<file path="src/rtl/irq_bank_pkg.sv">
package irq_bank_pkg;

    localparam int SRC_PER_BANK = 32;
    localparam int SEL_W        = 2;

    typedef enum logic [SEL_W-1:0] {
        SEL_CLEAR  = 2'd0,
        SEL_ENABLE = 2'd1,
        SEL_STATUS = 2'd2,
        SEL_RSVD   = 2'd3
    } reg_sel_e;

    typedef logic [SRC_PER_BANK-1:0] bank_word_t;

    typedef struct packed {
        bank_word_t status;
        bank_word_t enable;
        bank_word_t rise;
    } bank_view_t;

    typedef struct packed {
        logic clr_we;
        logic en_we;
    } bank_wr_t;

    // New status word: clear the masked bits, then OR in the edges (set wins).
    function automatic bank_word_t next_status(bank_word_t cur, bank_word_t clr, bank_word_t set);
        return (cur & ~clr) | set;
    endfunction

endpackage

</file>
<file path="src/rtl/irq_edge_detect.sv">
module irq_edge_detect #(
    parameter int W = 32
) (
    input  logic         clk,
    input  logic         rst,
    input  logic [W-1:0] sig_i,
    output logic [W-1:0] rise_o
);
    logic [W-1:0] sig_q;

    always_ff @(posedge clk) begin
        if (rst) sig_q <= '0;
        else     sig_q <= sig_i;
    end

    assign rise_o = sig_i & ~sig_q;
endmodule

</file>
<file path="src/rtl/irq_bank_slice.sv">
module irq_bank_slice
    import irq_bank_pkg::*;
(
    input  logic       clk,
    input  logic       rst,
    input  bank_word_t src_i,
    input  bank_wr_t   wr_i,
    input  bank_word_t wdata_i,
    output bank_view_t view_o
);
    bank_word_t rise;
    bank_word_t status_q;
    bank_word_t enable_q;
    bank_word_t clr_mask;

    irq_edge_detect #(.W(SRC_PER_BANK)) u_edge (
        .clk    (clk),
        .rst    (rst),
        .sig_i  (src_i),
        .rise_o (rise)
    );

    assign clr_mask = wr_i.clr_we ? wdata_i : '0;

    always_ff @(posedge clk) begin
        if (rst) begin
            status_q <= '0;
            enable_q <= '0;
        end else begin
            status_q <= next_status(status_q, clr_mask, rise);
            if (wr_i.en_we) enable_q <= wdata_i;
        end
    end

    assign view_o.status = status_q;
    assign view_o.enable = enable_q;
    assign view_o.rise   = rise;
endmodule

</file>
<file path="src/rtl/irq_addr_decode.sv">
module irq_addr_decode
    import irq_bank_pkg::*;
#(
    parameter int                   NUM_BANKS    = 4,
    parameter int                   ADDR_W       = 8,
    parameter logic [NUM_BANKS-1:0] BANK_PRESENT = '1
) (
    input  logic [ADDR_W-1:0]    addr_i,
    input  logic                 we_i,
    output logic [NUM_BANKS-1:0] hit_o,
    output reg_sel_e             sel_o,
    output bank_wr_t             wr_o [NUM_BANKS]
);
    localparam int BIDX_W = ADDR_W - SEL_W;

    logic [BIDX_W-1:0] bidx;

    assign sel_o = reg_sel_e'(addr_i[SEL_W-1:0]);
    assign bidx  = addr_i[ADDR_W-1:SEL_W];

    for (genvar b = 0; b < NUM_BANKS; b++) begin : g_dec
        assign hit_o[b]       = BANK_PRESENT[b] && (bidx == BIDX_W'(b));
        assign wr_o[b].clr_we = we_i && hit_o[b] && (sel_o == SEL_CLEAR);
        assign wr_o[b].en_we  = we_i && hit_o[b] && (sel_o == SEL_ENABLE);
    end
endmodule

</file>
<file path="src/rtl/irq_read_mux.sv">
module irq_read_mux
    import irq_bank_pkg::*;
#(
    parameter int NUM_BANKS = 4
) (
    input  logic [NUM_BANKS-1:0] hit_i,
    input  reg_sel_e             sel_i,
    input  bank_view_t           view_i [NUM_BANKS],
    output bank_word_t           rdata_o
);
    always_comb begin
        rdata_o = '0;
        for (int b = 0; b < NUM_BANKS; b++) begin
            if (hit_i[b]) begin
                unique case (sel_i)
                    SEL_ENABLE: rdata_o = rdata_o | view_i[b].enable;
                    SEL_STATUS: rdata_o = rdata_o | view_i[b].status;
                    default:    rdata_o = rdata_o;
                endcase
            end
        end
    end
endmodule

</file>
<file path="src/rtl/irq_bank_ctrl.sv">
module irq_bank_ctrl
    import irq_bank_pkg::*;
#(
    parameter int                   NUM_BANKS    = 4,
    parameter int                   ADDR_W       = 8,
    parameter logic [NUM_BANKS-1:0] BANK_PRESENT = '1,
    localparam int                  NUM_SRC      = NUM_BANKS * SRC_PER_BANK
) (
    input  logic               clk,
    input  logic               rst,
    input  logic [NUM_SRC-1:0] src_i,
    input  logic [ADDR_W-1:0]  addr_i,
    input  logic               we_i,
    input  logic [31:0]        wdata_i,
    output logic [31:0]        rdata_o,
    output logic               irq_o
);
    logic [NUM_BANKS-1:0] hit;
    reg_sel_e             sel;
    bank_wr_t             wr   [NUM_BANKS];
    bank_view_t           view [NUM_BANKS];
    logic [NUM_BANKS-1:0] bank_pend;

    logic [NUM_SRC-1:0] status_all;
    logic [NUM_SRC-1:0] enable_all;
    logic [NUM_SRC-1:0] rise_all;

    irq_addr_decode #(
        .NUM_BANKS    (NUM_BANKS),
        .ADDR_W       (ADDR_W),
        .BANK_PRESENT (BANK_PRESENT)
    ) u_dec (
        .addr_i (addr_i),
        .we_i   (we_i),
        .hit_o  (hit),
        .sel_o  (sel),
        .wr_o   (wr)
    );

    for (genvar b = 0; b < NUM_BANKS; b++) begin : g_bank
        if (BANK_PRESENT[b]) begin : g_live
            irq_bank_slice u_slice (
                .clk     (clk),
                .rst     (rst),
                .src_i   (src_i[b*SRC_PER_BANK +: SRC_PER_BANK]),
                .wr_i    (wr[b]),
                .wdata_i (wdata_i),
                .view_o  (view[b])
            );
        end else begin : g_absent
            logic absent_unused;
            assign absent_unused = ^{src_i[b*SRC_PER_BANK +: SRC_PER_BANK], wr[b].clr_we, wr[b].en_we};
            assign view[b] = '0;
        end
        assign bank_pend[b] = |(view[b].status & view[b].enable);
        assign status_all[b*SRC_PER_BANK +: SRC_PER_BANK] = view[b].status;
        assign enable_all[b*SRC_PER_BANK +: SRC_PER_BANK] = view[b].enable;
        assign rise_all[b*SRC_PER_BANK +: SRC_PER_BANK]   = view[b].rise;
    end

    irq_read_mux #(.NUM_BANKS(NUM_BANKS)) u_rd (
        .hit_i   (hit),
        .sel_i   (sel),
        .view_i  (view),
        .rdata_o (rdata_o)
    );

    always_ff @(posedge clk) begin
        if (rst) irq_o <= 1'b0;
        else     irq_o <= |bank_pend;
    end
endmodule

</file>
<file path="config.mk">
export PLATFORM = sky130hd
export DESIGN_NAME = irq_bank_ctrl
export DESIGN_NICKNAME = d
export VERILOG_FILES = /design/src/rtl/irq_bank_pkg.sv /design/src/rtl/irq_edge_detect.sv /design/src/rtl/irq_bank_slice.sv /design/src/rtl/irq_addr_decode.sv /design/src/rtl/irq_read_mux.sv /design/src/rtl/irq_bank_ctrl.sv
export SDC_FILE = /design/constraint.sdc
export NUM_CORES = 1
export LEC_CHECK = 0
export BUFFER_PORTS_ARGS = -buffer_cell sky130_fd_sc_hd__buf_2
export CORE_ASPECT_RATIO = 0.5
export CORE_MARGIN = 4
export CORE_UTILIZATION = 60
export DETAILED_ROUTE_END_ITERATION = 6
export GPL_TIMING_DRIVEN = 0
export PLACE_DENSITY = 0.82
export SLEW_MARGIN = 20
export SYNTH_ARGS = -nofsm -noshare
export SYNTH_HDL_FRONTEND = slang
export SYNTH_SLANG_ARGS = --single-unit
</file>
<file path="constraint.sdc">
create_clock -name clk -period 2.9 [get_ports clk]
set_input_delay 0.29 -clock clk [delete_from_list [all_inputs] [get_ports clk]]
set_output_delay 0.29 -clock clk [all_outputs]
set_load 0.02 [all_outputs]
</file>
==> results.cfg <==
[status]
outcome = finished with violations
violations = design-rule violations, negative setup slack

[timing]
slew_headroom = 0.1377
worstMarginPinSlew_ps = 1293
fmax_mhz = 344.0
setup_viol = 2
min_period_ps = 2907
rsz0062_at_grt = false
layout_setup_ws_ps = -6.951
hold_viol = 0
finClkSkew_ps = 10.73
finalCritPeriodShare = 1.002
drv_slew = 0

[route]
vias = 17040
wl_per_cell_um = 28.15
viasPerCell = 6.564
post-route-drc-count = 2
drtIter0Drc = 3035
ant_nets = 0
firstDrtPassIters = 7
routed_wl_um = 73070

[finish]
seqCellArea_um2 = 7707
drive_gt1_frac = 0.1369
nets = 2400
area_growth_pct = 23.35
final_area_um2 = 19680
post_layout_nonfiller_instances = 2596
fillers = 1757
multi_input_area_um2 = 7483

[floorplan]
die-area_um2 = 29430
io_pins = 204
rows = 41
die_h_um = 123.3
coreArea_um2 = 25700
start_util = 0.6209
die_w_um = 238.6

[critical_path]
r2r_end = irq_o$_SDFF_PP0_
crit_path_start_kind = input port
cp-end-kind = output port
crit_chain = buf_2 > inv_1 > ha_1 > clkbuf_1 > clkbuf_1 > a22oi_1 > o22ai_1 > o21a_1 > buf_2
cp.arrival_ps = 2620
max_stage_delay_ps = 750
critPathSlowestCell = clkbuf_1
worstPathRequired_ps = 2610
worst-setup-path-type = input port to output port
crit_fanout = 10
reg2regPathDepth = 5
r2r-start = g_bank[2].g_live.u_slice.status_q[8]$_SDFF_PP0_
timing.reg2reg.setup_slack_ps = 550

[synthesis]
synthesis.nets = 2066
syn_avg_cell_area_um2 = 8.434
ys_seq_area_frac = 0.4830
synth_area_um2 = 15960
synth_cell_types = 32
ys_top_cells_by_area = dfxtp_1, nor2b_1, nand2_1, a21oi_1, mux2i_1
synthCells = 1892
yosysTopAreaCell = dfxtp_1
yosysTopAreaCellShare = 0.4830
ys_seq_elements = 385
yosys_warnings = 0

[cts]
clockBufferDepth = 3
cts_tree = built
path_clk_slew_ps = 70
cts-root-buf = clkbuf_16
cts_buffers = 31
cts_sinks = 385
cts_max_level = 1
clock_latency_ps = 600

[placed_design]
gp_congestion = 1.059
io_buffers = 169
preCtsSetupSlack_ps = -109.6
place_area_um2 = 17230
place_inst = 2405
hpwl_um = 48710

[pwr]
p_per_area_nw_per_um2 = 595.8
p_leak_nw = 7.435
vdd_drop_max_uv = 459.2

[min_path]
hold_depth = 3
min_path_type = input port to flip-flop
hold_path_end = g_bank[0].g_live.u_slice.enable_q[7]$_SDFFE_PP0P_
hold_path.startpoint = wdata_i[7]

[grt]
grt_pass1_vias = 16060
grt_pass1_wl_um = 103600
antenna_found_initial = 2
overflow = 0
track_usage = 0.4794
grt_max_degree = 18

[job]
maxCapViolations = 0
[Yosys cell counts, drive strengths merged]
master and instances:
a22o 20, nand2 386, a221oi 20, buf 76, mux2i 96, a31oi 1, and3 3, nand3 8
a21oi 256, nand2b 1, nor3 1, nor4b 1, o22ai 64, dfxtp 385, nor2 133, ha 3
o21a 32, nor4 4, clkbuf 74, nor3b 2, nand3b 1, and4bb 1, nor2b 256, a22oi 56
and4 1, nand4 9, inv 2
[flip-flops by register name, indices dropped and copies added, names as in the netlist]
name / count
g_bank.g_live.u_slice.u_edge.sig_q: 128
g_bank.g_live.u_slice.status_q: 128
g_bank.g_live.u_slice.enable_q: 128
irq_o: 1
[logic make-up after synthesis]
kind of cell / Yosys count / synth area share
AND/OR/NAND/NOR: 807 / 0.2373
buffers and inverters: 152 / 0.04799
AO/OA/AOI/OAI: 449 / 0.1691
flip-flops: 385 / 0.4830
multiplexers: 96 / 0.06022
adder cells (fa/ha/maj): 3 / 0.002353
[cell type report]
type,instances,area share
clock buffer,43,0.04628
clock inverter,14,0.01062
multi-input combinational,1355,0.3802
sequential,385,0.3916
antenna,2,0.0002543
timing repair buffer,301,0.1101
buffer,150,0.03871
tap,344,0.02187
inverter,2,0.0003814
[layout by cell type, fill, tap and decap left out, types with 2 or more instances in the layout]
| master | n |
|---|---|
| diode_2 | 2 |
| o21a_1 | 32 |
| dlygate4sd3_1 | 132 |
| a22o_1 | 20 |
| clkbuf_16 | 31 |
| clkbuf_8 | 9 |
| nor4_1 | 4 |
| inv_6 | 3 |
| clkbuf_1 | 74 |
| and3_1 | 3 |
| buf_4 | 33 |
| a21oi_1 | 256 |
| ha_1 | 3 |
| bufinv_16 | 5 |
| nor2b_1 | 256 |
| buf_6 | 3 |
| nand3_1 | 8 |
| mux2i_1 | 96 |
| a22oi_1 | 56 |
| inv_1 | 2 |
| nor2_2 | 4 |
| o22ai_1 | 64 |
| clkbuf_2 | 3 |
| clkinv_2 | 5 |
| nor2_1 | 129 |
| nand2_1 | 386 |
| nand4_1 | 9 |
| buf_2 | 208 |
| dfxtp_1 | 385 |
| a221oi_1 | 20 |
[how the worst max path moves through the flow]
| stage | start | end | cells past startpoint |
|---|---|---|---|
| after floorplan | addr_i[0] | rdata_o[30] | 7 |
| after global placement | rst | g_bank[2].g_live.u_slice.status_q[1]$_SDFF_PP0_ | 5 |
| after detailed placement | rst | g_bank[3].g_live.u_slice.status_q[29]$_SDFF_PP0_ | 5 |
| after CTS | addr_i[0] | rdata_o[15] | 9 |
| after global routing | addr_i[1] | rdata_o[11] | 9 |
| final | addr_i[1] | rdata_o[1] | 9 |
[critical path, delay by kind of cell]
family	cells	cell delay, ps
buffers and inverters	5	1520
AOI/OAI and AO/OA	3	670
adders and majority gates	1	140
[repair_timing]
item                                   in CTS  in global routing
setup endpoints to repair                   0                  3
setup buffers                               0                  0
endpoints found under the hold margin     135                  0
gates resized for setup                     0                  7
hold buffers                              132                  0
[power by group]
group          switching (mW)  internal, mW  leakage, nW
clock network            2.15          2.65        0.554
logic                   0.647         0.476         3.71
registers               0.284          5.52         3.17
[metal layers]
layer / track usage / up-vias / share of wire
li1: - / 7030 / -
met1: 0.6437 / 8074 / 0.37
met2: 0.7037 / 1596 / 0.40
met3: 0.1770 / 338 / 0.17
met4: 0.1945 / 2 / 0.051
met5: 0.006734 / - / 0.00077
[through the flow]
| step | TNS (ps) | power, mW | hold WS [ps] | utilization |
|---|---|---|---|---|
| floorplan | 0 | 6.281 | 418.2 | - |
| detailed placement | -1019 | 6.758 | 462.9 | 0.6705 |
| finish | -11.45 | 11.73 | 5.493 | 0.7658 |
| CTS | 0 | 11.45 | 2.567 | 0.7655 |
| global route | 0 | 11.87 | 7.876 | 0.7656 |
| global placement | -353.8 | 6.726 | 456.0 | 0.6705 |
No activity file was read; power rests on OpenSTA's default activity.
